`config.mk`:
```
export PLATFORM = sky130hd
export DESIGN_NAME = cascade_timer
export DESIGN_NICKNAME = d
export VERILOG_FILES = /design/src/rtl/ctimer_pkg.sv /design/src/rtl/ctimer_bus.sv /design/src/rtl/ctimer_half.sv /design/src/rtl/ctimer_capture.sv /design/src/rtl/cascade_timer.sv
export SDC_FILE = /design/constraint.sdc
export NUM_CORES = 1
export LEC_CHECK = 0
export BUFFER_PORTS_ARGS = -buffer_cell sky130_fd_sc_hd__clkbuf_2
export CAP_MARGIN = 10
export CORE_ASPECT_RATIO = 1.5
export CORE_UTILIZATION = 30
export CTS_CLUSTER_DIAMETER = 30
export DETAILED_ROUTE_END_ITERATION = 7
export PLACE_DENSITY_LB_ADDON = 0.1
export SYNTH_ARGS = -nofsm -noshare
export SYNTH_HDL_FRONTEND = slang
export SYNTH_SLANG_ARGS = --single-unit
```
`constraint.sdc`:
```
create_clock -name clk -period 3.58 [get_ports clk]
set_input_delay 0.179 -clock clk [delete_from_list [all_inputs] [get_ports clk]]
set_output_delay 0.179 -clock clk [all_outputs]
set_load 0.05 [all_outputs]
```
`src/rtl/ctimer_pkg.sv`:
```
package ctimer_pkg;
  typedef enum logic [1:0] {
    REG_LO   = 2'd0,
    REG_HI   = 2'd1,
    REG_CMPA = 2'd2,
    REG_BUF  = 2'd3
  } reg_sel_e;
endpackage

```
`src/rtl/ctimer_bus.sv`:
```
module ctimer_bus #(
  parameter int CW = 16
) (
  input  logic          clk,
  input  logic          rst,
  input  logic          bus_t1,
  input  logic [1:0]    bus_addr,
  input  logic          bus_t2,
  input  logic [CW-1:0] bus_wdata,
  output logic          wr_lo,
  output logic          wr_hi,
  output logic          wr_cmpa,
  output logic          wr_buf,
  output logic [CW-1:0] wr_data
);
  import ctimer_pkg::*;

  logic     pend_q;
  reg_sel_e addr_q;
  logic     commit;

  // T1 latches the address; T2 is only honoured on the cycle right after it
  always_ff @(posedge clk) begin
    if (rst) begin
      pend_q <= 1'b0;
      addr_q <= REG_LO;
    end else begin
      pend_q <= bus_t1;
      if (bus_t1) addr_q <= reg_sel_e'(bus_addr);
    end
  end

  assign commit  = bus_t2 & pend_q;
  assign wr_lo   = commit && (addr_q == REG_LO);
  assign wr_hi   = commit && (addr_q == REG_HI);
  assign wr_cmpa = commit && (addr_q == REG_CMPA);
  assign wr_buf  = commit && (addr_q == REG_BUF);
  assign wr_data = bus_wdata;
endmodule

```
`src/rtl/ctimer_half.sv`:
```
module ctimer_half #(
  parameter int CW = 16
) (
  input  logic          clk,
  input  logic          rst,
  input  logic          load,
  input  logic [CW-1:0] load_val,
  input  logic          clear,
  input  logic          step,
  input  logic          down,
  output logic [CW-1:0] q
);
  // priority: bus load, then shared clear, then count step
  always_ff @(posedge clk) begin
    if (rst)        q <= '0;
    else if (load)  q <= load_val;
    else if (clear) q <= '0;
    else if (step)  q <= down ? q - 1'b1 : q + 1'b1;
  end
endmodule

```
`src/rtl/ctimer_capture.sv`:
```
module ctimer_capture #(
  parameter int CW   = 16,
  parameter int NAUX = 4
) (
  input  logic               clk,
  input  logic               rst,
  input  logic [CW-1:0]      lo,
  input  logic [CW-1:0]      hi,
  input  logic               cap_buf,
  input  logic               wr_buf,
  input  logic [CW-1:0]      wr_data,
  input  logic               hb_evt,
  input  logic [NAUX-1:0]    aux_evt,
  output logic [CW-1:0]      gr_q,
  output logic [CW-1:0]      buf_q,
  output logic [CW-1:0]      hb_q,
  output logic [NAUX*CW-1:0] aux_q
);
  // buffered pair: a capture shifts gr into buf and beats any bus write
  always_ff @(posedge clk) begin
    if (rst) begin
      gr_q  <= '0;
      buf_q <= '0;
    end else if (cap_buf) begin
      gr_q  <= lo;
      buf_q <= gr_q;
    end else if (wr_buf) begin
      buf_q <= wr_data;
    end
  end

  always_ff @(posedge clk) begin
    if (rst)         hb_q <= '0;
    else if (hb_evt) hb_q <= hi;
  end

  for (genvar i = 0; i < NAUX; i++) begin : g_aux
    always_ff @(posedge clk) begin
      if (rst)             aux_q[i*CW +: CW] <= '0;
      else if (aux_evt[i]) aux_q[i*CW +: CW] <= lo;
    end
  end
endmodule

```
`src/rtl/cascade_timer.sv`:
```
module cascade_timer #(
  parameter int CW   = 16,
  parameter int NAUX = 4
) (
  input  logic               clk,
  input  logic               rst,
  input  logic               cnt_en,
  input  logic               cnt_down,
  input  logic               clr_en,
  input  logic               bus_t1,
  input  logic [1:0]         bus_addr,
  input  logic               bus_t2,
  input  logic [CW-1:0]      bus_wdata,
  input  logic               cap_buf,
  input  logic               cap_hb,
  input  logic               hb_sel,
  input  logic [NAUX-1:0]    cap_aux,
  input  logic [NAUX-1:0]    aux_sel,
  output logic [CW-1:0]      lo_q,
  output logic [CW-1:0]      hi_q,
  output logic [CW-1:0]      cmpa_q,
  output logic [CW-1:0]      gr_q,
  output logic [CW-1:0]      buf_q,
  output logic [CW-1:0]      hb_q,
  output logic [NAUX*CW-1:0] aux_q,
  output logic               cmp_match
);
  localparam logic [CW-1:0] ALL_ONES = {CW{1'b1}};

  logic          wr_lo, wr_hi, wr_cmpa, wr_buf;
  logic [CW-1:0] wr_data;
  logic          lo_wrap, hi_step, cmp_ev, clr_hit, hb_evt;
  logic [NAUX-1:0] aux_evt;

  ctimer_bus #(.CW(CW)) u_bus (
    .clk(clk), .rst(rst), .bus_t1(bus_t1), .bus_addr(bus_addr),
    .bus_t2(bus_t2), .bus_wdata(bus_wdata), .wr_lo(wr_lo), .wr_hi(wr_hi),
    .wr_cmpa(wr_cmpa), .wr_buf(wr_buf), .wr_data(wr_data)
  );

  // wrap of the low half is the high half's count clock
  assign lo_wrap = cnt_en & (cnt_down ? (lo_q == '0) : (lo_q == ALL_ONES));
  // a low-half write in T2 cancels the carry pulse
  assign hi_step = lo_wrap & ~wr_lo;
  // compare is judged on the count clock even when its carry is cancelled
  assign cmp_ev  = lo_wrap & (hi_q == cmpa_q);
  assign clr_hit = clr_en & cmp_ev;

  ctimer_half #(.CW(CW)) u_lo (
    .clk(clk), .rst(rst), .load(wr_lo), .load_val(wr_data),
    .clear(clr_hit), .step(cnt_en), .down(cnt_down), .q(lo_q)
  );

  ctimer_half #(.CW(CW)) u_hi (
    .clk(clk), .rst(rst), .load(wr_hi), .load_val(wr_data),
    .clear(clr_hit), .step(hi_step), .down(cnt_down), .q(hi_q)
  );

  always_ff @(posedge clk) begin
    if (rst) begin
      cmpa_q    <= '0;
      cmp_match <= 1'b0;
    end else begin
      if (wr_cmpa) cmpa_q <= wr_data;
      cmp_match <= cmp_ev;
    end
  end

  assign hb_evt  = hb_sel ? cmp_ev : cap_hb;
  assign aux_evt = (aux_sel & {NAUX{lo_wrap}}) | (~aux_sel & cap_aux);

  ctimer_capture #(.CW(CW), .NAUX(NAUX)) u_cap (
    .clk(clk), .rst(rst), .lo(lo_q), .hi(hi_q), .cap_buf(cap_buf),
    .wr_buf(wr_buf), .wr_data(wr_data), .hb_evt(hb_evt), .aux_evt(aux_evt),
    .gr_q(gr_q), .buf_q(buf_q), .hb_q(hb_q), .aux_q(aux_q)
  );
endmodule

```
; ---- Word-level counts from Yosys, hierarchy flattened
; Index checks and enable logic that the tools add are counted.
[totals]
regBits = 164
input_bits = 36
word_cells = 53
output_inout_bits = 161
[classes]
n_addsub = 4
n_reduce_logical = 9
eq_ne = 5
muxes = 12
bitwise = 10
[ops]
columns = cell, count
row1 = 2-to-1 mux 16 bit, 10
row2 = adder 16 x 1 -> 16 bit (second input constant), 2
row3 = subtractor 16 x 1 -> 16 bit (second input constant), 2
row4 = equality test 16 bit, 1
row5 = equality test 16 bit (second input constant), 1
row6 = logical NOT 16 bit, 1
row7 = AND 4 bit, 2
row8 = nonzero test 3 bit, 2
row9 = AND 1 bit, 5
row10 = equality test 2 bit (second input constant), 2
row11 = logical AND 1 bit, 4
row12 = NOT 4 bit, 1
row13 = bitwise OR 4 bit, 1
row14 = equality test 2 x 1 -> 1 bit (second input constant), 1
row15 = logical NOT 2 bit, 1
row16 = 2-to-1 mux 1 bit, 2
row17 = nonzero test 2 bit, 1
row18 = NOT 1 bit, 1

; ---- Longest topological paths before layout
[logic_depth]
depth_word = 7
depth_mapped = 11
ltp_nobuf = 10

; ---- By module
; A second synthesis with hierarchy kept.
[hier_totals]
cells_unflattened = 884
area_unflattened_um2 = 8433.1
[modules_own_cells]
columns = mod, cells_each, seq_area_each_um2, instances, area_per_inst_um2
row1 = ctimer_capture, 382, 2242.2, 1, 4141.5
row2 = ctimer_half, 183, 320.3, 2, 1545.2
row3 = cascade_timer, 105, 340.3, 1, 957.2
row4 = ctimer_bus, 31, 60.1, 1, 244.0

; ---- Least setup slack after synthesis
; Ideal clock, no wire load.
[synth_timing]
path_type = register -> register
from = register u_hi.q[0]
to = register u_hi.q[14]
period_less_slack_ns = 2.966
path_buffers = 0
stages_incl_launch_ff = 11
slack_ns = 0.614
required_ns = 3.477
setup_ns = 0.103
t_arrival_ns = 2.863
cell_sequence = dfxtp_1 > inv_1 > fa_1 > nor2b_1 > o2111ai_1 > and4_1 > o41ai_1 > nand2_1 > a21oi_1 > mux2i_1 > a2111oi_2
[synth_between]
elab_chain_len = 5
word_cells_on_any_way = 10
classes_between = 2 x add/sub / 1 x eq/ne / 4 x mux / 2 x bitwise / 1 x reduce/logical
[synth_lines]
columns = element, line_no
row1 = start: declaration, ctimer_half.sv:11  ; output logic [CW-1:0] q
row2 = start signal: assignment, ctimer_half.sv:16  ; else if (load) q <= load_val;
row3 = start signal: assignment, ctimer_half.sv:18  ; else if (step) q <= down ? q - 1'b1 : q + 1'b1;
row4 = adder 16 x 1 -> 16 bit (tied with other cells), ctimer_half.sv:18
row5 = 2-to-1 mux 16 bit / AND 1 bit (equally long branches), "ctimer_half.sv:18, cascade_timer.sv:46"
row6 = 2-to-1 mux 16 bit / AND 1 bit (equally long branches), "ctimer_half.sv:18, cascade_timer.sv:47"
row7 = 2-to-1 mux 16 bit, ctimer_half.sv:17  ; else if (clear) q <= '0;
row8 = 2-to-1 mux 16 bit, ctimer_half.sv:16
; Parallel ways exist; a longest one is shown, timed or not. The select of a mux whose other input is x is not followed.
; A chain may end at the register's enable or synchronous reset.

; ---- Worst setup path after layout
; Ends and elaborated chain as after synthesis.

==> metrics.csv <==
metric;value;unit
Slew Limit Fails;0;
Hold Violations, Final;0;
PortBufs;196;
Synth Cell Area;7900;um2
Final Critical Period;2880;ps
Commonest cells post-synth;164 x dfxtp_1, 164 x nor2_1, 114 x mux2i_1;
Seq/Total Area, Yosys;41.6;%
largest net degree at the start of global routing;79;
root buf cell;clkbuf_16;
Syn Nets;952;
nets;1140;
area share of the largest cell type after synthesis;41.6;%
hold_ws;42.7;ps
Worst Max-Slew Pin Slew;1220;ps
Async SR Flop Fraction;0;%
Design Area, Final;9900;um2
synth unique cells;58;
Tightest Hold Check Type;primary input to flop;
met1 Track Usage GR;24.3;%
initial DRC count;274;
Peak supply drop;0.000369;V
initial antenna violation count;0;
Post-CTS Setup Bufs;0;
post-synthesis cell count;886;
# diodes;0;
std cell rows;72;
Final Wtd Congestion;0.848;
Layout area overhead;25.3;%
die span in x;135;um
CTS tree;built;
drt drc;0;
vias per inst;5.03;
antenna viol nets, final;0;
CP Launch Type;flop;
post-synth top area cell;dfxtp_1;
status;complete, no violations;
Top Usage Layer GRT;met2;
syn avg cell area;8.92;um2
routed len/inst;20.5;um
Peak Freq;347;MHz
number of buffers created by CTS;17;
Starting Density;30.6;%
Seq cells post-synth;164;
setup TNS;0;ps
Post-CTS Hold Fix Bufs;3;
Core Region;25900;um2
largest cells by area after synthesis;dfxtp_1 42%, mux2i_1 14%, nor2_1 7.8%, ha_1 4.4%, xnor2_1 3.4%;
Post-DP Area;9290;um2
die area;27000;um2
Worst-path clk slew;70;ps
CP required;3930;ps
fill count;2673;
clk_lat worst skew;450;ps
Final period util;80.4;%
IO Pins;197;
final setup fails;0;
Post-DP HPWL;20.9;mm
final wirelength;29.0;mm
clk sinks;164;
Worst slew margin;18.2;%
drt pass-1 iters;4;
share of cells above drive strength 1;24.7;%
Worst Path Arrival;3230;ps
RSZ-0062 raised after global routing;no;
vias in the first global route;7167;
EDFF count, synth;0;
via count;7126;
M3 GR Usage;3.96;%
Final Skew;16.3;ps
leak pwr;4.70;nW
H-Tree Depth;4;
CP endpoint kind;flop;
Crit Path Class;flop to flop;
CP Max Fanout;5;
grt ovf;0;
post_cts resized;0;
Max Cap Viol;0;
Die Y;201;um
Pwr Density;521;nW/um2
Synth warnings;0;
clock buffer depth;2;
GRT Total Usage;21.8;%
first-pass GRT wire length;43.2;mm
Synth Flop Type;dfxtp_1;
M2 GR Usage;40.4;%
-- power breakdown --
group          switching, W  internal, W  total, W
sequential        0.0000935      0.00192   0.00202
combinational      0.000875     0.000404   0.00128
clock              0.000797      0.00106   0.00186
total               0.00177      0.00339   0.00516
-- stage by stage --
stage / setup WS [ps] / utilization (%) / power (W) / instances
6_report: 700 / 38.3 / 0.00516 / 1418
5_1_grt: 466 / 38.3 / 0.00538 / 1418
4_1_cts: 676 / 38.3 / 0.00522 / 1418
3_5_place_dp: 710 / 35.9 / 0.00335 / 1385
3_3_place_gp: 692 / 35.9 / 0.00335 / 1385
2_1_floorplan: 614 / - / 0.00294 / 886
-- area by class of cell --
cell class	count	area, um2	share of cell area [%]
Clock buffer	20	457	4.61
Sequential cell	164	3280	33.2
Timing Repair Buffer	228	1240	12.6
Clock inverter	10	121	1.23
Inverter	12	45.0	0.455
Multi-Input combinational cell	651	4340	43.8
Tap cell	333	417	4.21
-- critical path, stage by stage (launching register included) --
cell	delay, ps
dfxtp_1	410
inv_1	140
fa_1	450
nor2b_1	170
o2111ai_1	150
and4_1	220
o41ai_1	490
nand2_1	140
a21oi_1	170
mux2i_1	100
a2111oi_2	340
-- state kept, by name, indices dropped and copies added, names as in the netlist --
| signal | cells |
|---|---|
| u_lo.q | 16 |
| u_cap.gr_q | 16 |
| u_hi.q | 16 |
| u_cap.hb_q | 16 |
| u_cap.buf_q | 16 |
| u_bus.pend_q | 1 |
| u_cap.aux_q | 64 |
| cmp_match | 1 |
| cmpa_q | 16 |
| u_bus.addr_q | 2 |
-- cell usage in the layout, fill, tap and decap left out, drive strengths merged, types with 28 or more instances in the layout --
cell type    n
dfxtp      164
ha          28
clkbuf     215
a21oi       48
a211oi      34
xnor2       31
nand2       69
o21ai       30
buf         30
mux2i      118
nor2       164
-- kinds of logic after synthesis --
family                   Yosys count  share of synthesized area [%]
AND/OR/NAND/NOR                  302                           16.6
adder cells (fa/ha/maj)           30                           4.94
flip-flops                       164                           41.6
XOR/XNOR                          42                           4.66
buffers and inverters             71                           3.64
multiplexers                     118                           15.1
AO/OA/AOI/OAI                    159                           13.4
-- metal layers --
layer | vias to the layer above | wire, um
li1 | 3499 | -
met2 | 213 | 15500
met1 | 3377 | 11500
met4 | 0 | 848
met3 | 37 | 1130
met5 | - | 0
-- worst paths after layout --
kind | startpoint | endpoint | slack (ps) | cells after the start
worst max-delay path | u_hi.q[0]$_SDFFE_PP0P_ | u_hi.q[14]$_SDFFE_PP0P_ | 700 | 10
worst min register to register | cmpa_q[13]$_SDFFE_PP0P_ | cmpa_q[13]$_SDFFE_PP0P_ | 490 | 2
worst min-delay path | bus_wdata[12] | cmpa_q[12]$_SDFFE_PP0P_ | 40 | 3
worst max register to register | u_hi.q[0]$_SDFFE_PP0P_ | u_hi.q[14]$_SDFFE_PP0P_ | 700 | 10
(Power assumes the default switching activity.)
